$ cat src/rtl/key_gate_pkg.sv
package key_gate_pkg;
  localparam int unsigned DATA_W = 8;

  typedef struct packed {
    logic armSet;
    logic armClr;
    logic failSet;
    logic failClr;
  } gateStrobes_t;
endpackage

$ cat src/rtl/key_gate_ctrl.sv
module key_gate_ctrl
  import key_gate_pkg::*;
#(
  parameter int unsigned DW = DATA_W,
  parameter logic [DW-1:0] KEY_VAL = 8'hA3
) (
  input  logic          clk,
  input  logic          rstN,
  input  logic          keyWrEn,
  input  logic [DW-1:0] keyWrData,
  input  logic          memWrReq,
  input  logic          failClr,
  input  logic          armed,
  output gateStrobes_t  strobes
);
  logic keyHit;

  always_comb begin
    keyHit          = keyWrEn && (keyWrData == KEY_VAL);
    strobes.armSet  = keyHit;
    strobes.armClr  = (keyWrEn && !keyHit) || memWrReq;
    strobes.failSet = memWrReq && !armed;
    strobes.failClr = failClr;
  end


  key_arms_chk: assert property (@(posedge clk) disable iff (!rstN)
    keyHit |-> strobes.armSet && !(strobes.armClr && !memWrReq));


  blocked_sets_fail_chk: assert property (@(posedge clk) disable iff (!rstN)
    (memWrReq && !armed) |-> strobes.failSet);
endmodule

$ cat src/rtl/key_gate_dp.sv
module key_gate_dp
  import key_gate_pkg::*;
#(
  parameter int unsigned DW = DATA_W
) (
  input  logic         clk,
  input  logic         rstN,
  input  gateStrobes_t strobes,
  input  logic         memWrReq,
  input  logic         keyRdEn,
  output logic         armed,
  output logic         memWrAllow,
  output logic         failFlag,
  output logic [DW-1:0] keyRdData
);
  always_ff @(posedge clk) begin
    if (!rstN) begin
      armed    <= 1'b0;
      failFlag <= 1'b0;
    end else begin
      if (strobes.armSet)      armed <= 1'b1;
      else if (strobes.armClr) armed <= 1'b0;
      if (strobes.failSet)      failFlag <= 1'b1;
      else if (strobes.failClr) failFlag <= 1'b0;
    end
  end

  assign memWrAllow = memWrReq && armed;
  assign keyRdData  = keyRdEn ? {DW{1'b1}} : {DW{1'b0}};


  single_use_chk: assert property (@(posedge clk) disable iff (!rstN)
    (memWrReq && !strobes.armSet) |=> !armed);


  fail_sticky_chk: assert property (@(posedge clk) disable iff (!rstN)
    (failFlag && !strobes.failClr) |=> failFlag);


  fail_clear_chk: assert property (@(posedge clk) disable iff (!rstN)
    (strobes.failClr && !strobes.failSet) |=> !failFlag);
endmodule

$ cat src/rtl/key_write_gate.sv
module key_write_gate
  import key_gate_pkg::*;
#(
  parameter int unsigned DW = DATA_W,
  parameter logic [DW-1:0] KEY_VAL = 8'hA3
) (
  input  logic          clk,
  input  logic          rstN,
  input  logic          keyWrEn,
  input  logic [DW-1:0] keyWrData,
  input  logic          keyRdEn,
  output logic [DW-1:0] keyRdData,
  input  logic          memWrReq,
  output logic          memWrAllow,
  input  logic          failClr,
  output logic          failFlag
);
  gateStrobes_t strobes;
  logic armed;

  key_gate_ctrl #(.DW(DW), .KEY_VAL(KEY_VAL)) uCtrl (
    .clk(clk), .rstN(rstN), .keyWrEn(keyWrEn), .keyWrData(keyWrData),
    .memWrReq(memWrReq), .failClr(failClr), .armed(armed), .strobes(strobes)
  );

  key_gate_dp #(.DW(DW)) uDp (
    .clk(clk), .rstN(rstN), .strobes(strobes), .memWrReq(memWrReq),
    .keyRdEn(keyRdEn), .armed(armed), .memWrAllow(memWrAllow),
    .failFlag(failFlag), .keyRdData(keyRdData)
  );


  wrong_key_disarms_chk: assert property (@(posedge clk) disable iff (!rstN)
    (keyWrEn && keyWrData != KEY_VAL) |=> !memWrAllow);


  allow_needs_req_chk: assert property (@(posedge clk) disable iff (!rstN)
    memWrAllow |-> memWrReq);
endmodule

$ cat config.mk
export PLATFORM = sky130hd
export DESIGN_NAME = key_write_gate
export DESIGN_NICKNAME = d
export VERILOG_FILES = /design/src/rtl/key_gate_pkg.sv /design/src/rtl/key_gate_ctrl.sv /design/src/rtl/key_gate_dp.sv /design/src/rtl/key_write_gate.sv
export SDC_FILE = /design/constraint.sdc
export NUM_CORES = 1
export LEC_CHECK = 0
export BUFFER_PORTS_ARGS = -buffer_cell sky130_fd_sc_hd__buf_4
export CORE_AREA = 2 2 39 41
export CTS_BUF_LIST = sky130_fd_sc_hd__clkbuf_16
export DETAILED_ROUTE_END_ITERATION = 7
export DIE_AREA = 0 0 41 43
export SLEW_MARGIN = 20
export SYNTH_ARGS = -nofsm -noshare
export SYNTH_HDL_FRONTEND = slang
export SYNTH_HIERARCHICAL = 1
export SYNTH_SLANG_ARGS = --single-unit
$ cat constraint.sdc
create_clock -name clk -period 1.2 [get_ports clk]
set_input_delay 0.3 -clock clk [delete_from_list [all_inputs] [get_ports clk]]
set_output_delay 0.3 -clock clk [all_outputs]
set_load 0.02 [all_outputs]
==> report_table.html, run 1 <==
<table>
<tr><th>Metric</th><th>Value</th></tr>
<tr><th colspan="2">Worst setup path</th></tr>
<tr><td>Top cell family by delay on the critical path</td><td>flip-flops</td></tr>
<tr><td>Worst-path maximum fanout</td><td>3</td></tr>
<tr><td>Cell with the largest stage delay on the worst path</td><td>dfxtp_1</td></tr>
<tr><td>Count of buffer and inverter cells on the critical path</td><td>1</td></tr>
<tr><td>Startpoint-to-endpoint class of the critical path</td><td>reg2out</td></tr>
<tr><td>Kind of launch point of the worst setup path</td><td>flip-flop</td></tr>
<tr><td>Critical path's largest stage delay</td><td>roughly 0.30 ns</td></tr>
<tr><td>Nature of the critical path endpoint</td><td>output port</td></tr>
<tr><td>Required time at the endpoint of the critical path</td><td>roughly 0.90 ns</td></tr>
<tr><td>Cell chain of the critical path</td><td>and2_2 -&gt; buf_4</td></tr>
<tr><td>Arr. time, crit path</td><td>just over 0.8 ns</td></tr>
<tr><td>Register-to-register path setup slack</td><td>about 0.51 ns</td></tr>
<tr><th colspan="2">Floorplan</th></tr>
<tr><td>Placeable Area</td><td>1380 um2</td></tr>
<tr><td>Cell row count</td><td>14</td></tr>
<tr><td>Die Height</td><td>~43 um</td></tr>
<tr><td>Starting Density</td><td>roughly 15%</td></tr>
<tr><td>Floorplan die width</td><td>around 41 um</td></tr>
<tr><td>DIE AREA</td><td>~1800 um2</td></tr>
<tr><td>I/O pin count</td><td>24</td></tr>
<tr><th colspan="2">Final layout</th></tr>
<tr><td>Area growth syn-to-layout</td><td>60.2%</td></tr>
<tr><td>Share of final-layout standard cells stronger than drive strength 1</td><td>70.0%</td></tr>
<tr><td>Layout net count</td><td>46</td></tr>
<tr><td>Antenna Diode Count</td><td>0</td></tr>
<tr><td>Top library cells by usage in the layout, fill and taps aside</td><td>buf_4, clkbuf_16, nor2b_1, o21a_1, dfxtp_1</td></tr>
<tr><td>Final cell count without fillers</td><td>46</td></tr>
<tr><td>Most frequent standard cell in the layout excluding fill and tap cells</td><td>buf_4</td></tr>
<tr><th colspan="2">Clocking</th></tr>
<tr><td>H-tree depth</td><td>1</td></tr>
<tr><td>Number of hold buffers added after CTS</td><td>0</td></tr>
<tr><td>Post-CTS Setup Repair Bufs</td><td>0</td></tr>
<tr><td>Clock tree buffer depth</td><td>2</td></tr>
<tr><td>TritonCTS buffer count</td><td>3</td></tr>
<tr><td>Clock root cell</td><td>clkbuf_16</td></tr>
<tr><td>Post-cts sizing count</td><td>0</td></tr>
<tr><td>Clock insertion delay at the later pin of the skew report</td><td>between 0.2 and 0.25 ns</td></tr>
<tr><td>Post-CTS clock slew at the launch and capture registers of the worst setup and hold paths</td><td>roughly 0.03 ns</td></tr>
<tr><td>Clock tree from TritonCTS</td><td>done</td></tr>
<tr><td>Clock sink total</td><td>2</td></tr>
<tr><th colspan="2">Global route</th></tr>
<tr><td>Number of antenna violations at the first check in global routing</td><td>0</td></tr>
<tr><td>GR Layer Usage met2</td><td>about 8.8%</td></tr>
<tr><td>Global-route wire length before repair</td><td>between 600 and 700 um</td></tr>
<tr><td>Met1 global-route usage</td><td>under 10%</td></tr>
<tr><td>Met3 Use GR</td><td>about 4.7%</td></tr>
<tr><td>Global route total overflow</td><td>0</td></tr>
<tr><td>GRT Util Overall</td><td>6.41%</td></tr>
<tr><td>Most crowded layer after global routing</td><td>met2</td></tr>
<tr><td>Number of global-route vias before repair</td><td>slightly below 200</td></tr>
<tr><td>Largest net degree at the start of global routing</td><td>9</td></tr>
<tr><th colspan="2">Power</th></tr>
<tr><td>Overall power after layout</td><td>about 0.61 mW</td></tr>
<tr><td>Reported leakage power</td><td>~0.16 nW</td></tr>
<tr><td>VDD IR-drop max</td><td>0.398 mV</td></tr>
<tr><td>Power density cells</td><td>1850 nW/um2</td></tr>
<tr><th colspan="2">Yosys</th></tr>
<tr><td>Synthesized net count</td><td>37</td></tr>
<tr><td>Gate count after technology mapping</td><td>23</td></tr>
<tr><td>Synthesis-stage register bit count</td><td>2</td></tr>
<tr><td>Synthesized area</td><td>just over 200 um2</td></tr>
<tr><td>Number of different library cells in the post-synthesis netlist</td><td>11</td></tr>
<tr><td>Sequential share of the synthesized area</td><td>roughly 19%</td></tr>
<tr><td>Warnings from Yosys</td><td>6</td></tr>
<tr><td>Post-Synthesis Mean Instance Area</td><td>around 9 um2</td></tr>
<tr><th colspan="2">Timing</th></tr>
<tr><td>Finish-stage setup viols</td><td>0</td></tr>
<tr><td>Hold Vio Cnt, Final</td><td>0</td></tr>
<tr><td>Unrepaired setup endpoints after global routing</td><td>false</td></tr>
<tr><td>Upper clock frequency limit</td><td>884 MHz</td></tr>
<tr><td>Final worst path period need</td><td>about 1.1 ns</td></tr>
<tr><td>Tightest Pin Transition</td><td>roughly 0.23 ns</td></tr>
<tr><td>Fin. max-slew vios</td><td>0</td></tr>
<tr><td>Relative slew slack</td><td>about 85%</td></tr>
<tr><td>Maximum clock skew at final layout</td><td>approximately 0.0014 ns</td></tr>
<tr><td>Tcrit/Tclk final</td><td>a little over nine tenths</td></tr>
<tr><th colspan="2">Detailed routing</th></tr>
<tr><td>Detailed-route vias per instance</td><td>about 3.5</td></tr>
<tr><td>Total DRC errors in the routed layout</td><td>0</td></tr>
<tr><td>Number of antenna-violating nets in the routed design</td><td>0</td></tr>
<tr><td>Pre-antenna DRT Iters</td><td>2</td></tr>
<tr><td>Total number of vias</td><td>~160</td></tr>
<tr><td>Average wire per standard cell</td><td>approximately 7.7 um</td></tr>
<tr><td>First-iteration detailed-routing DRC count</td><td>4</td></tr>
<tr><td>Wire length reported by the detailed router</td><td>353 um</td></tr>
<tr><th colspan="2">Job</th></tr>
<tr><td>Maximum Capacitance Violations</td><td>0</td></tr>
<tr><th colspan="2">Outcome</th></tr>
<tr><td>Outcome</td><td>complete, no violations</td></tr>
<tr><th colspan="2">Placement</th></tr>
<tr><td>Gp weighted congestion</td><td>around 0.50</td></tr>
<tr><td>Number of cells after detailed placement</td><td>43</td></tr>
<tr><td>Count of input and output buffers</td><td>14</td></tr>
<tr><td>DP Wirelength</td><td>279 um</td></tr>
<tr><th colspan="2">Hold path</th></tr>
<tr><td>Path class of the lowest-slack min-delay path</td><td>in2reg</td></tr>
</table>
-- per-stage QoR --
stage	hold slack, ns	TNS [ns]	util [%]	area, um2	setup WS [ns]
finish	0.297	0	24.1	333	0.0690
global route	0.300	0	24.1	333	0.0346
CTS	0.299	0	24.1	333	0.0630
detailed placement	0.521	-0.0445	18.6	258	-0.0445
global placement	0.520	-0.0413	18.6	258	-0.0413
floorplan	0.417	0	-	208	0.124
-- worst paths after layout --
kind / endpoint / startpoint / depth (start not counted)
max: memWrAllow / uDp/armed$_SDFFE_PN0P_ / 2
min: uDp/failFlag$_SDFFE_PN0P_ / rstN / 2
max reg2reg: uDp/failFlag$_SDFFE_PN0P_ / uDp/failFlag$_SDFFE_PN0P_ / 2
min reg2reg: uDp/failFlag$_SDFFE_PN0P_ / uDp/armed$_SDFFE_PN0P_ / 2
-- synth_stat cells --
cell type,number,share of area (%)
dfxtp_1,2,19
and4b_1,1,4.8
o21a_1,2,7.2
and2_2,1,3.6
nor4b_2,1,7.2
buf_4,10,36
nor2b_4,1,6.6
a21o_1,1,3.6
nand2_1,1,1.8
nor2b_1,2,6.0
and3_2,1,3.6
-- worst register-to-register path, delay by kind of cell (launching register included) --
family / cells / cell delay [ns]
AOI/OAI and AO/OA: 1 / 0.16
DFF: 1 / 0.29
and+or+nand+nor: 1 / 0.13
-- sequential cells by signal (all words and copies together), names as in the netlist --
name / count
uDp/armed: 1
uDp/failFlag: 1
-- where the power goes --
part	internal (mW)	switching (mW)
combinational	0.0336	0.0136
sequential	0.0693	0.000906
clock	0.424	0.0730
-- layout make-up --
class,instances,area [um2]
fill,147,1050
timing repair buffer,14,105
sequential,2,40.0
clock buffer,3,75.1
tap,16,20.0
multi-input combinational,11,92.6
-- kinds of logic after synthesis --
| family | after synthesis | share of synthesized area (%) |
|---|---|---|
| AOI/OAI and AO/OA | 3 | 10.8 |
| and+or+nand+nor | 8 | 33.7 |
| buffers and inverters | 10 | 36.1 |
| DFF | 2 | 19.3 |
-- metal layers --
| layer | routed length [um] | part of all wire [%] |
|---|---|---|
| met4 | 0 | 0 |
| met5 | 0 | 0 |
| met1 | 103 | 29 |
| met2 | 210 | 59 |
| met3 | 39 | 11 |
No activity file was read; power rests on OpenSTA's default activity.
==> run 2, diff against run 1 <==
Settings changed: SYNTH_HIERARCHICAL 1 to default.
==> run 2 against run 1 <==
Flip-flop and latch count unchanged. Synthesized cell count down 17%. Cell area down 3.4%. Sequential power about the same. Largest cell class unchanged. Highest routed layer is now met4.
==> report_table.html, run 2 <==
<table>
<tr><th>Metric</th><th>Value</th></tr>
<tr><th colspan="2">Yosys</th></tr>
<tr><td>Post-Synthesis Mean Instance Area</td><td>9.55 um2 (was 9.03 um2)</td></tr>
<tr><td>Gate count after technology mapping</td><td>19 (was 23)</td></tr>
<tr><td>Synthesis-stage register bit count</td><td>2 (unchanged)</td></tr>
<tr><td>Synth top area cells</td><td>buf_4, dfxtp_1, nand4bb_1 (was buf_4, dfxtp_1, nor4b_2)</td></tr>
<tr><td>Count of flip-flops with a built-in enable after synthesis</td><td>0 (unchanged)</td></tr>
<tr><td>Synth top cells by count</td><td>buf_4, nand4bb_1, dfxtp_1 (was buf_4, dfxtp_1, nor2b_1, o21a_1)</td></tr>
<tr><td>Warnings from Yosys</td><td>0 (was 6)</td></tr>
<tr><td>Most instantiated flip-flop cell in the synthesis netlist</td><td>dfxtp_1 (unchanged)</td></tr>
<tr><td>Number of different library cells in the post-synthesis netlist</td><td>9 (was 11)</td></tr>
<tr><td>Synthesized net count</td><td>33 (was 37)</td></tr>
<tr><td>Sequential share of the synthesized area</td><td>22.1% (was 19.3%)</td></tr>
<tr><td>Async S/R FF share, synth</td><td>0% (unchanged)</td></tr>
<tr><td>Cell type contributing the most total cell area after synthesis</td><td>buf_4 (unchanged)</td></tr>
<tr><td>Post-synth top area share</td><td>33.1% (was 36.1%)</td></tr>
<tr><td>Synthesized area</td><td>181 um2 (was 208 um2)</td></tr>
<tr><td>Most instantiated library cell after synthesis</td><td>buf_4 (unchanged)</td></tr>
<tr><th colspan="2">Timing</th></tr>
<tr><td>Upper clock frequency limit</td><td>907 MHz (was 884 MHz)</td></tr>
<tr><td>Hold Vio Cnt, Final</td><td>0 (unchanged)</td></tr>
<tr><td>Tightest Pin Transition</td><td>0.160 ns (was 0.229 ns)</td></tr>
<tr><td>Tcrit/Tclk final</td><td>91.9% (was 94.2%)</td></tr>
<tr><td>Relative slew slack</td><td>89.3% (was 84.7%)</td></tr>
<tr><td>Final TNS setup</td><td>0 ns (unchanged)</td></tr>
<tr><td>Unrepaired setup endpoints after global routing</td><td>false (unchanged)</td></tr>
<tr><td>Fin. max-slew vios</td><td>0 (unchanged)</td></tr>
<tr><td>Final worst path period need</td><td>1.10 ns (was 1.13 ns)</td></tr>
<tr><td>Finish-stage setup viols</td><td>0 (unchanged)</td></tr>
<tr><td>Maximum clock skew at final layout</td><td>0.00194 ns (was 0.00135 ns)</td></tr>
<tr><th colspan="2">Worst setup path</th></tr>
<tr><td>Arr. time, crit path</td><td>0.80 ns (was 0.83 ns)</td></tr>
<tr><td>Number of cells on the worst reg-to-reg path</td><td>2 (unchanged)</td></tr>
<tr><td>Kind of launch point of the worst setup path</td><td>flip-flop (unchanged)</td></tr>
<tr><td>Count of buffer and inverter cells on the critical path</td><td>1 (unchanged)</td></tr>
<tr><td>Endpoint of the most critical register-to-register path</td><td>uDp.failFlag$_SDFFE_PN0P_ (was uDp/failFlag$_SDFFE_PN0P_)</td></tr>
<tr><td>Cell with the largest stage delay on the worst path</td><td>dfxtp_1 (unchanged)</td></tr>
<tr><td>Top cell family by delay on the critical path</td><td>flip-flops (unchanged)</td></tr>
<tr><td>Nature of the critical path endpoint</td><td>output port (unchanged)</td></tr>
<tr><td>Critical path's largest stage delay</td><td>0.33 ns (was 0.30 ns)</td></tr>
<tr><td>Logic depth of the worst path, buffers included</td><td>2 (unchanged)</td></tr>
<tr><td>Required time at the endpoint of the critical path</td><td>0.90 ns (about the same)</td></tr>
<tr><td>Cell chain of the critical path</td><td>and2_1 -&gt; buf_4 (was and2_2 -&gt; buf_4)</td></tr>
<tr><td>Register-to-register path setup slack</td><td>0.47 ns (was 0.51 ns)</td></tr>
<tr><td>Worst setup path startpoint</td><td>uDp.armed$_SDFFE_PN0P_ (was uDp/armed$_SDFFE_PN0P_)</td></tr>
<tr><td>Critical path destination</td><td>memWrAllow (unchanged)</td></tr>
<tr><td>Worst-path maximum fanout</td><td>3 (unchanged)</td></tr>
<tr><td>Worst R2R Start</td><td>uDp.armed$_SDFFE_PN0P_ (was uDp/failFlag$_SDFFE_PN0P_)</td></tr>
<tr><td>Startpoint-to-endpoint class of the critical path</td><td>reg2out (unchanged)</td></tr>
<tr><th colspan="2">Job</th></tr>
<tr><td>Maximum Capacitance Violations</td><td>0 (unchanged)</td></tr>
<tr><th colspan="2">Power</th></tr>
<tr><td>VDD IR-drop max</td><td>1.05 mV (was 0.398 mV)</td></tr>
<tr><td>Reported leakage power</td><td>0.146 nW (was 0.155 nW)</td></tr>
<tr><td>Overall power after layout</td><td>0.611 mW (was 0.614 mW)</td></tr>
<tr><td>Power density cells</td><td>1900 nW/um2 (was 1850 nW/um2)</td></tr>
<tr><th colspan="2">Placement</th></tr>
<tr><td>Placement Cell Area</td><td>246 um2 (was 258 um2)</td></tr>
<tr><td>Gp weighted congestion</td><td>0.591 (was 0.499)</td></tr>
<tr><td>DP Wirelength</td><td>290 um (was 279 um)</td></tr>
<tr><td>Count of input and output buffers</td><td>14 (unchanged)</td></tr>
<tr><th colspan="2">Global route</th></tr>
<tr><td>Global route total overflow</td><td>0 (unchanged)</td></tr>
<tr><td>Global-route wire length before repair</td><td>586 um (was 683 um)</td></tr>
<tr><td>Number of global-route vias before repair</td><td>174 (was 193)</td></tr>
<tr><td>Number of antenna violations at the first check in global routing</td><td>0 (unchanged)</td></tr>
<tr><td>GRT Util Overall</td><td>5.81% (was 6.41%)</td></tr>
<tr><td>Largest net degree at the start of global routing</td><td>9 (unchanged)</td></tr>
<tr><th colspan="2">Floorplan</th></tr>
<tr><td>Starting Density</td><td>13.1% (was 15.0%)</td></tr>
<tr><td>Placeable Area</td><td>1380 um2 (unchanged)</td></tr>
<tr><td>Die Height</td><td>43 um (unchanged)</td></tr>
<tr><td>DIE AREA</td><td>1760 um2 (unchanged)</td></tr>
<tr><td>I/O pin count</td><td>24 (unchanged)</td></tr>
<tr><td>Cell row count</td><td>14 (unchanged)</td></tr>
<tr><td>Floorplan die width</td><td>41 um (unchanged)</td></tr>
<tr><th colspan="2">Clocking</th></tr>
<tr><td>Clock tree from TritonCTS</td><td>done (unchanged)</td></tr>
<tr><td>Clock root cell</td><td>clkbuf_16 (unchanged)</td></tr>
<tr><td>Clock sink total</td><td>2 (unchanged)</td></tr>
<tr><td>Number of hold buffers added after CTS</td><td>0 (unchanged)</td></tr>
<tr><td>Clock insertion delay at the later pin of the skew report</td><td>0.22 ns (about the same)</td></tr>
<tr><td>Post-CTS clock slew at the launch and capture registers of the worst setup and hold paths</td><td>0.03 ns (about the same)</td></tr>
<tr><td>TritonCTS buffer count</td><td>3 (unchanged)</td></tr>
<tr><td>Post-CTS Setup Repair Bufs</td><td>0 (unchanged)</td></tr>
<tr><td>Clock tree buffer depth</td><td>2 (unchanged)</td></tr>
<tr><td>Post-cts sizing count</td><td>0 (unchanged)</td></tr>
<tr><td>H-tree depth</td><td>1 (unchanged)</td></tr>
<tr><th colspan="2">Final layout</th></tr>
<tr><td>Area growth syn-to-layout</td><td>77.2% (was 60.2%)</td></tr>
<tr><td>Finished layout cell area</td><td>322 um2 (was 333 um2)</td></tr>
<tr><td>Final Core Density</td><td>23.2% (was 24.1%)</td></tr>
<tr><td>Share of final-layout standard cells stronger than drive strength 1</td><td>67.9% (was 70.0%)</td></tr>
<tr><td>Layout net count</td><td>44 (was 46)</td></tr>
<tr><td>Top library cells by usage in the layout, fill and taps aside</td><td>buf_4, nand4bb_1, clkbuf_16, dfxtp_1 (was buf_4, clkbuf_16, nor2b_1, o21a_1, dfxtp_1)</td></tr>
<tr><td>Antenna Diode Count</td><td>0 (unchanged)</td></tr>
<tr><td>Most frequent standard cell in the layout excluding fill and tap cells</td><td>buf_4 (unchanged)</td></tr>
<tr><td>Largest registers in the final layout</td><td>uDp.armed: 1 flops, uDp.failFlag: 1 flops (was uDp/armed: 1 flops, uDp/failFlag: 1 flops)</td></tr>
<tr><th colspan="2">Detailed routing</th></tr>
<tr><td>Number of antenna-violating nets in the routed design</td><td>0 (unchanged)</td></tr>
<tr><td>Total number of vias</td><td>152 (was 159)</td></tr>
<tr><td>First-iteration detailed-routing DRC count</td><td>2 (was 4)</td></tr>
<tr><td>Detailed-route vias per instance</td><td>3.45 (was 3.46)</td></tr>
<tr><td>Average wire per standard cell</td><td>8.18 um (was 7.67 um)</td></tr>
<tr><td>Wire length reported by the detailed router</td><td>360 um (was 353 um)</td></tr>
<tr><td>Total DRC errors in the routed layout</td><td>0 (unchanged)</td></tr>
<tr><td>Pre-antenna DRT Iters</td><td>2 (unchanged)</td></tr>
<tr><th colspan="2">Outcome</th></tr>
<tr><td>Outcome</td><td>complete, no violations (unchanged)</td></tr>
<tr><th colspan="2">Hold path</th></tr>
<tr><td>Path class of the lowest-slack min-delay path</td><td>in2reg (unchanged)</td></tr>
</table>
## run 2: cell count changes in the layout (fill, tap and decap cells not counted), sizes merged
| cell | delta |
|---|---|
| a21o | -1 |
| or2b | +1 |
| nor2b | -3 |
| a21boi | +1 |
| and4b | -1 |
| and3 | -1 |
| nand2b | +1 |
| o21a | -2 |
| nor4b | -1 |
| nand4bb | +3 |
| o31ai | +1 |
## run 2: logic make-up after synthesis
family / Yosys count / share of synthesized area (%)
buf+inv: 8 / 33.1
simple gates: 7 / 31.7
compound gates: 2 / 13.1
flops: 2 / 22.1
## run 2: how the worst min path moves through the flow
| stage | start | endpoint | slack, ns | cells after the start |
|---|---|---|---|---|
| floorplan | rstN | uDp.failFlag$_SDFFE_PN0P_ | 0.45 | 1 |
| global placement | uDp.failFlag$_SDFFE_PN0P_ | uDp.failFlag$_SDFFE_PN0P_ | 0.47 | 2 |
| detailed placement | uDp.failFlag$_SDFFE_PN0P_ | uDp.failFlag$_SDFFE_PN0P_ | 0.47 | 2 |
| CTS | rstN | uDp.failFlag$_SDFFE_PN0P_ | 0.34 | 2 |
| global route | rstN | uDp.failFlag$_SDFFE_PN0P_ | 0.37 | 2 |
| finish | rstN | uDp.failFlag$_SDFFE_PN0P_ | 0.34 | 2 |
## run 2: power breakdown
group / switching, mW / leakage (nW) / internal [mW]
sequential: 0.00102 / 0.0164 / 0.0693
clock: 0.0691 / 0.0370 / 0.423
combinational: 0.0130 / 0.0927 / 0.0348
total: 0.0832 / 0.146 / 0.527
## run 2: area by class of cell
cell class	count	area, um2
sequential	2	40.0
tap	16	20.0
timing repair buffer	14	105
clock buffer	3	75.1
multi-input combinational	9	81.3
fill	150	1060
## run 2: routing by layer
layer | up-vias | track usage [%] | share of wire (%)
met5 | - | 0 | 0
met4 | 0 | 6.00 | 3.3
met3 | 2 | 6.81 | 12
met2 | 12 | 7.19 | 49
met1 | 62 | 4.14 | 35
li1 | 76 | - | -
## run 2: per-stage QoR
step	hold slack (ns)	worst slack [ns]	std cells
2_1_floorplan	0.450	0.364	19
3_3_place_gp	0.470	0.198	41
3_5_place_dp	0.470	0.198	41
4_1_cts	0.339	0.0945	44
5_1_grt	0.369	0.0400	44
6_report	0.341	0.0969	44
